## src/rtl/fs_pkg.sv

```systemverilog
package fs_pkg;
    localparam int COL_W    = 4;
    localparam int ROW_W    = 7;
    localparam int LIT_COLS = 10;

    typedef enum logic [1:0] {
        PH_SCAN,
        PH_LOAD,
        PH_STROBE,
        PH_HOLD
    } phase_t;

    typedef struct packed {
        logic mem_oe;
        logic drv_en;
        logic we_n;
    } bus_ctl_t;

    function automatic bus_ctl_t phase_ctl(phase_t p);
        bus_ctl_t c;
        c.mem_oe = (p == PH_SCAN);
        c.drv_en = (p == PH_STROBE) || (p == PH_HOLD);
        c.we_n   = (p != PH_STROBE);
        return c;
    endfunction
endpackage

```

## src/rtl/fs_press.sv

```systemverilog
module fs_press (
    input  logic clk,
    input  logic rst,
    input  logic btn,
    input  logic ready,
    output logic fire
);
    logic btn_q;
    logic armed;

    assign fire = btn_q && armed && ready;

    always_ff @(posedge clk) begin
        if (rst) begin
            btn_q <= 1'b0;
            armed <= 1'b1;
        end else begin
            btn_q <= btn;
            if (!btn_q)
                armed <= 1'b1;
            else if (fire)
                armed <= 1'b0;
        end
    end
endmodule

```

## src/rtl/fs_ctrl.sv

```systemverilog
module fs_ctrl
    import fs_pkg::*;
#(
    parameter int COL_W = fs_pkg::COL_W
) (
    input  logic             clk,
    input  logic             rst,
    input  logic             wr_go,
    input  logic             clr_go,
    input  logic [COL_W-1:0] col_sel,
    output logic [COL_W-1:0] cnt,
    output phase_t           phase,
    output logic             clearing
);
    localparam logic [COL_W-1:0] LAST = {COL_W{1'b1}};

    always_ff @(posedge clk) begin
        if (rst) begin
            phase    <= PH_SCAN;
            cnt      <= '0;
            clearing <= 1'b0;
        end else begin
            unique case (phase)
                PH_SCAN: begin
                    if (wr_go) begin
                        phase    <= PH_LOAD;
                        cnt      <= col_sel;
                        clearing <= 1'b0;
                    end else if (clr_go) begin
                        phase    <= PH_LOAD;
                        cnt      <= '0;
                        clearing <= 1'b1;
                    end else begin
                        cnt <= cnt + 1'b1;
                    end
                end
                PH_LOAD:   phase <= PH_STROBE;
                PH_STROBE: phase <= PH_HOLD;
                PH_HOLD: begin
                    if (clearing && cnt != LAST) begin
                        cnt   <= cnt + 1'b1;
                        phase <= PH_LOAD;
                    end else begin
                        phase    <= PH_SCAN;
                        clearing <= 1'b0;
                    end
                end
                default: phase <= PH_SCAN;
            endcase
        end
    end
endmodule

```

## src/rtl/fs_mem.sv

```systemverilog
module fs_mem #(
    parameter int COL_W = fs_pkg::COL_W,
    parameter int ROW_W = fs_pkg::ROW_W
) (
    input  logic             clk,
    input  logic             we_n,
    input  logic [COL_W-1:0] addr,
    input  logic [ROW_W-1:0] wdata,
    output logic [ROW_W-1:0] rdata
);
    localparam int DEPTH = 1 << COL_W;

    logic [ROW_W-1:0] store [DEPTH];

    always_ff @(posedge clk) begin
        if (!we_n)
            store[addr] <= wdata;
    end

    assign rdata = store[addr];
endmodule

```

## src/rtl/led_framestore.sv

```systemverilog
module led_framestore
    import fs_pkg::*;
#(
    parameter int COL_W    = fs_pkg::COL_W,
    parameter int ROW_W    = fs_pkg::ROW_W,
    parameter int LIT_COLS = fs_pkg::LIT_COLS
) (
    input  logic             clk,
    input  logic             rst,
    input  logic             wr_btn,
    input  logic             clr_btn,
    input  logic [COL_W-1:0] col_sel,
    input  logic [ROW_W-1:0] row_sw,
    output logic [COL_W-1:0] col_addr,
    output logic [ROW_W-1:0] rows
);
    localparam logic [COL_W-1:0] LIT_LIM = COL_W'(LIT_COLS);

    phase_t           phase;
    logic             clearing;
    logic             wr_go;
    logic             clr_go;
    logic             idle;
    bus_ctl_t         ctl;
    logic             we_n;
    logic             drv_en;
    logic             mem_oe;
    logic [ROW_W-1:0] rd_word;
    logic [ROW_W-1:0] drv_word;
    logic [ROW_W-1:0] bus;

    assign idle = (phase == PH_SCAN);

    fs_press u_wr (
        .clk  (clk),
        .rst  (rst),
        .btn  (wr_btn),
        .ready(idle),
        .fire (wr_go)
    );

    fs_press u_clr (
        .clk  (clk),
        .rst  (rst),
        .btn  (clr_btn),
        .ready(idle && !wr_go),
        .fire (clr_go)
    );

    fs_ctrl #(.COL_W(COL_W)) u_ctrl (
        .clk     (clk),
        .rst     (rst),
        .wr_go   (wr_go),
        .clr_go  (clr_go),
        .col_sel (col_sel),
        .cnt     (col_addr),
        .phase   (phase),
        .clearing(clearing)
    );

    assign ctl    = phase_ctl(phase);
    assign we_n   = ctl.we_n;
    assign drv_en = ctl.drv_en;
    assign mem_oe = ctl.mem_oe;

    assign drv_word = clearing ? '0 : row_sw;
    assign bus      = drv_en ? drv_word : (mem_oe ? rd_word : '0);

    fs_mem #(.COL_W(COL_W), .ROW_W(ROW_W)) u_mem (
        .clk  (clk),
        .we_n (we_n),
        .addr (col_addr),
        .wdata(bus),
        .rdata(rd_word)
    );

    assign rows = (mem_oe && col_addr >= LIT_LIM) ? '0 : bus;
endmodule

```

## config.mk

```make
export PLATFORM = sky130hd
export DESIGN_NAME = led_framestore
export DESIGN_NICKNAME = d
export VERILOG_FILES = /design/src/rtl/fs_pkg.sv /design/src/rtl/fs_press.sv /design/src/rtl/fs_ctrl.sv /design/src/rtl/fs_mem.sv /design/src/rtl/led_framestore.sv
export SDC_FILE = /design/constraint.sdc
export NUM_CORES = 1
export LEC_CHECK = 0
export ABC_AREA = 0
export BUFFER_PORTS_ARGS = -buffer_cell sky130_fd_sc_hd__buf_2
export CORE_MARGIN = 3
export CORE_UTILIZATION = 54
export CTS_BUF_LIST = sky130_fd_sc_hd__clkbuf_8
export CTS_CLUSTER_DIAMETER = 40
export DETAILED_ROUTE_END_ITERATION = 6
export PLACE_DENSITY = 0.72
export SLEW_MARGIN = 20
export SYNTH_ARGS = -nofsm -noshare
export SYNTH_HDL_FRONTEND = slang
export SYNTH_HIERARCHICAL = 1
export SYNTH_SLANG_ARGS = --single-unit
```

## constraint.sdc

```tcl
create_clock -name clk -period 3.15 [get_ports clk]
set_clock_uncertainty 0.2 [all_clocks]
set_input_delay 0 -clock clk [delete_from_list [all_inputs] [get_ports clk]]
set_output_delay 0 -clock clk [all_outputs]
set_load 0.01 [all_outputs]
```

==> results.sh <==
export IMPL_cts_tree="done"
export IMPL_yosys_area_top_type="edfxtp_1"
export IMPL_num_antenna_cells=0
export IMPL_core_um2=9280
export IMPL_cts_sinks=123
export IMPL_drtAntennaViolNets=0
export IMPL_dieArea_um2=10800
export IMPL_reg2reg_to="u_ctrl/cnt[0]$_SDFFE_PP0P_"
export IMPL_synth_edf_count=112
export IMPL_avgSynthCellArea_um2=17.7
export IMPL_cp_data_required_time_ps=2950
export IMPL_cts_root_buf="clkbuf_8"
export IMPL_dpl_hpwl_mm=6.54
export IMPL_p_sw_share_pct=32.3
export IMPL_multi_input_area_um2=1490
export IMPL_p_leak_uw=0.00204
export IMPL_cp_end_kind="primary output"
export IMPL_worstSetupStartpointType="flop"
export IMPL_cts_buffers_inserted=17
export IMPL_ys_top_cells_by_area="edfxtp_1 (65%), mux4_2 (7.0%), mux4_1 (6.1%)"
export IMPL_syn_area_um2=5170
export IMPL_drcViolationCount=0
export IMPL_finalCritPeriodShare_pct=92.4
export IMPL_final_common_cell="edfxtp_1"
export IMPL_cp_max_fo=9
export IMPL_vias_per_cell=6.09
export IMPL_worstHoldPathType="input pin to flop"
export IMPL_final_max_slew_violation_count=0
export IMPL_power_per_cell_area_nw_per_um2=925
export IMPL_relSlewSlack_pct=41.2
export IMPL_cts_max_level=4
export IMPL_hold_viol=0
export IMPL_cts_buffer_depth=2
export IMPL_num_rows=35
export IMPL_path_clk_slew_ps=70
export IMPL_critical_path_class="flop to primary output"
export IMPL_drt_wl_total_mm=10.9
export IMPL_reg2reg_depth=8
export IMPL_max_vdd_ir_drop_v=0.000609
export IMPL_combPwrFrac_pct=31.9
export IMPL_synth_top_area_share_pct=65.0
export IMPL_place_gp_congestion=0.802
export IMPL_drt_iter0_drc=228
export IMPL_p_sw_uw=1780
export IMPL_final_seq_area_um2=3590
export IMPL_status="finished, final reports clean"
export IMPL_die_y_um=104
export IMPL_gr_usage_all_layers_pct=21.6
export IMPL_drive_gt1_share_pct=25.4
export IMPL_seq_area_frac_synth_pct=69.3
export IMPL_fin_nets=360
export IMPL_dp_cells=443
export IMPL_worstReg2RegStart="u_ctrl/phase[0]$_SDFFE_PP0P_"
export IMPL_hp_start="row_sw[4]"
export IMPL_grt_max_degree=42
export IMPL_synth_cells=292
export IMPL_layout_cells_non_filler=483
export IMPL_r2r_slack_ps=280
export IMPL_cts_setup_buffers=0
export IMPL_syn_nets=310
export IMPL_grt_setup_unrepaired="false"
export IMPL_firstDrtPassIters=4
export IMPL_vias=2942
export IMPL_yosys_warnings=6
export IMPL_fill_cells=651
export IMPL_synth_seq_cells=123
export IMPL_grt_overflow_total=0
export IMPL_fin_tns_setup_ps=0
export IMPL_fin_crit_ps=2910
export IMPL_setup_viol=0
export IMPL_grt_pass1_wl_mm=17.1
export IMPL_pwr_share_seq_pct=43.1
export IMPL_pwr_share_clk_pct=24.9
export IMPL_drv_cap=0
export IMPL_whs_endpoint="u_mem/store[11][4]$_DFFE_PP_"
export IMPL_clk_latency_ps=420
export IMPL_cp_arrival_ps=2710
export IMPL_flow_area_growth_from_synthesis_pct=15.0
export IMPL_async_reset_ff_share_pct=0
export IMPL_grt_pass1_vias=2959
export IMPL_port_buffers=25
export IMPL_yosysUniqueCellTypes=42
export IMPL_layout_common_cells="edfxtp_1 (112), buf_2 (25), a22oi_1 (24)"
export IMPL_top_level_ports=26
export IMPL_clock_fmax_mhz=344
export IMPL_tightestPinTransition_ps=878
export IMPL_floorplan_initialDensity_pct=55.7
export IMPL_internal_power_uw=3720
export IMPL_hold_depth=3
export IMPL_ys_flop_type="edfxtp_1"
export IMPL_routedWlPerCell_um=22.6
export IMPL_antenna_found_initial=0
export IMPL_die_w_um=104
==> cell families (layout without fill, tap and decap cells) <==
logic type / count (synthesis) / count (layout) / synth area share, %
flops: 123 / 123 / 69.3
simple gates: 82 / 82 / 8.93
buf+inv: 16 / 78 / 2.06
xor+xnor: 1 / 1 / 0.169
fa+ha+maj: 3 / 3 / 0.726
compound gates: 38 / 38 / 5.54
mux: 29 / 29 / 13.3
==> Yosys cell counts, types with 2 or more instances <==
master    count
nor2_1       18
edfxtp_1    112
a22oi_1      24
nand3_1       2
and3_2        2
inv_1         4
buf_2         3
nand2_1      17
nor2b_1       4
dfxtp_1      11
nand2b_1      5
nand3b_1     10
ha_1          3
buf_6         3
mux4_2       16
a211oi_1      3
and2_4        2
nand4_1       2
or3b_1        7
nor3_1        6
clkbuf_1      4
a21oi_1       3
mux4_1       12
==> metal layers <==
| metal | up-vias | track usage, % | share of wire, % |
|---|---|---|---|
| met1 | 1479 | 28.7 | 41 |
| met4 | 0 | 8.83 | 2.1 |
| li1 | 1301 | - | - |
| met5 | - | 0 | 0 |
| met3 | 22 | 5.59 | 7.1 |
| met2 | 140 | 34.4 | 49 |
==> final cells by class <==
type | instances | share of cell area [%]
repair buffers | 43 | 5.18
inverters | 4 | 0.253
clock inverters | 14 | 2.61
clock buffers | 17 | 3.94
flip-flops and latches | 123 | 60.3
well taps | 129 | 2.71
multi-input cells | 153 | 25.0
==> repair_timing <==
action / 4_1_cts / 5_1_grt
resized for setup: 0 / 2
hold endpoints to repair: 11 / 0
endpoints found under the setup margin: 0 / 1
hold buffers: 9 / 0
==> how the worst max path moves through the flow <==
stage                                      start                          end  slack (ps)
floorplan             u_ctrl/cnt[0]$_SDFFE_PP0P_  u_mem/store[0][3]$_DFFE_PP_         740
global placement    u_ctrl/phase[1]$_SDFFE_PP0P_  u_mem/store[6][5]$_DFFE_PP_         400
detailed placement  u_ctrl/phase[1]$_SDFFE_PP0P_  u_mem/store[6][5]$_DFFE_PP_         390
CTS                 u_ctrl/phase[1]$_SDFFE_PP0P_   u_ctrl/cnt[0]$_SDFFE_PP0P_         100
global route        u_ctrl/phase[0]$_SDFFE_PP0P_   u_ctrl/cnt[0]$_SDFFE_PP0P_         120
finish                u_ctrl/cnt[3]$_SDFFE_PP0P_                      rows[2]         240
==> through the flow <==
step	total power (uW)	utilization (%)	area (um^2)	hold slack (ps)	setup slack, ps
floorplan	3570	-	5170	-132	743
global placement	4080	58.8	5460	16.3	395
detailed placement	4140	58.8	5460	31.1	395
CTS	5530	64.0	5940	193	102
global route	5770	64.0	5950	230	118
finish	5500	64.0	5950	190	240
==> power by group through the flow <==
stage | logic (uW) | registers, uW | clock network, uW
2_1_floorplan | 1210 | 2360 | 0
3_3_place_gp | 1690 | 2390 | 0
3_5_place_dp | 1740 | 2400 | 0
4_1_cts | 1770 | 2370 | 1390
5_1_grt | 1910 | 2390 | 1470
6_report | 1760 | 2370 | 1370
==> worst max-delay path, stage by stage (launching register included) <==
cell and delay, ps:
dfxtp_1 510, nor2b_1 600, a22oi_1 250, nand2_1 100, or3b_1 380, a22oi_1 270, buf_2 180
==> state kept, by name, summed over array words and instances (netlist names) <==
register / flops
u_clr/armed: 1
u_clr/btn_q: 1
u_ctrl/clearing: 1
u_ctrl/cnt: 4
u_ctrl/phase: 2
u_mem/store: 112
u_wr/armed: 1
u_wr/btn_q: 1
(Power assumes the default switching activity.)
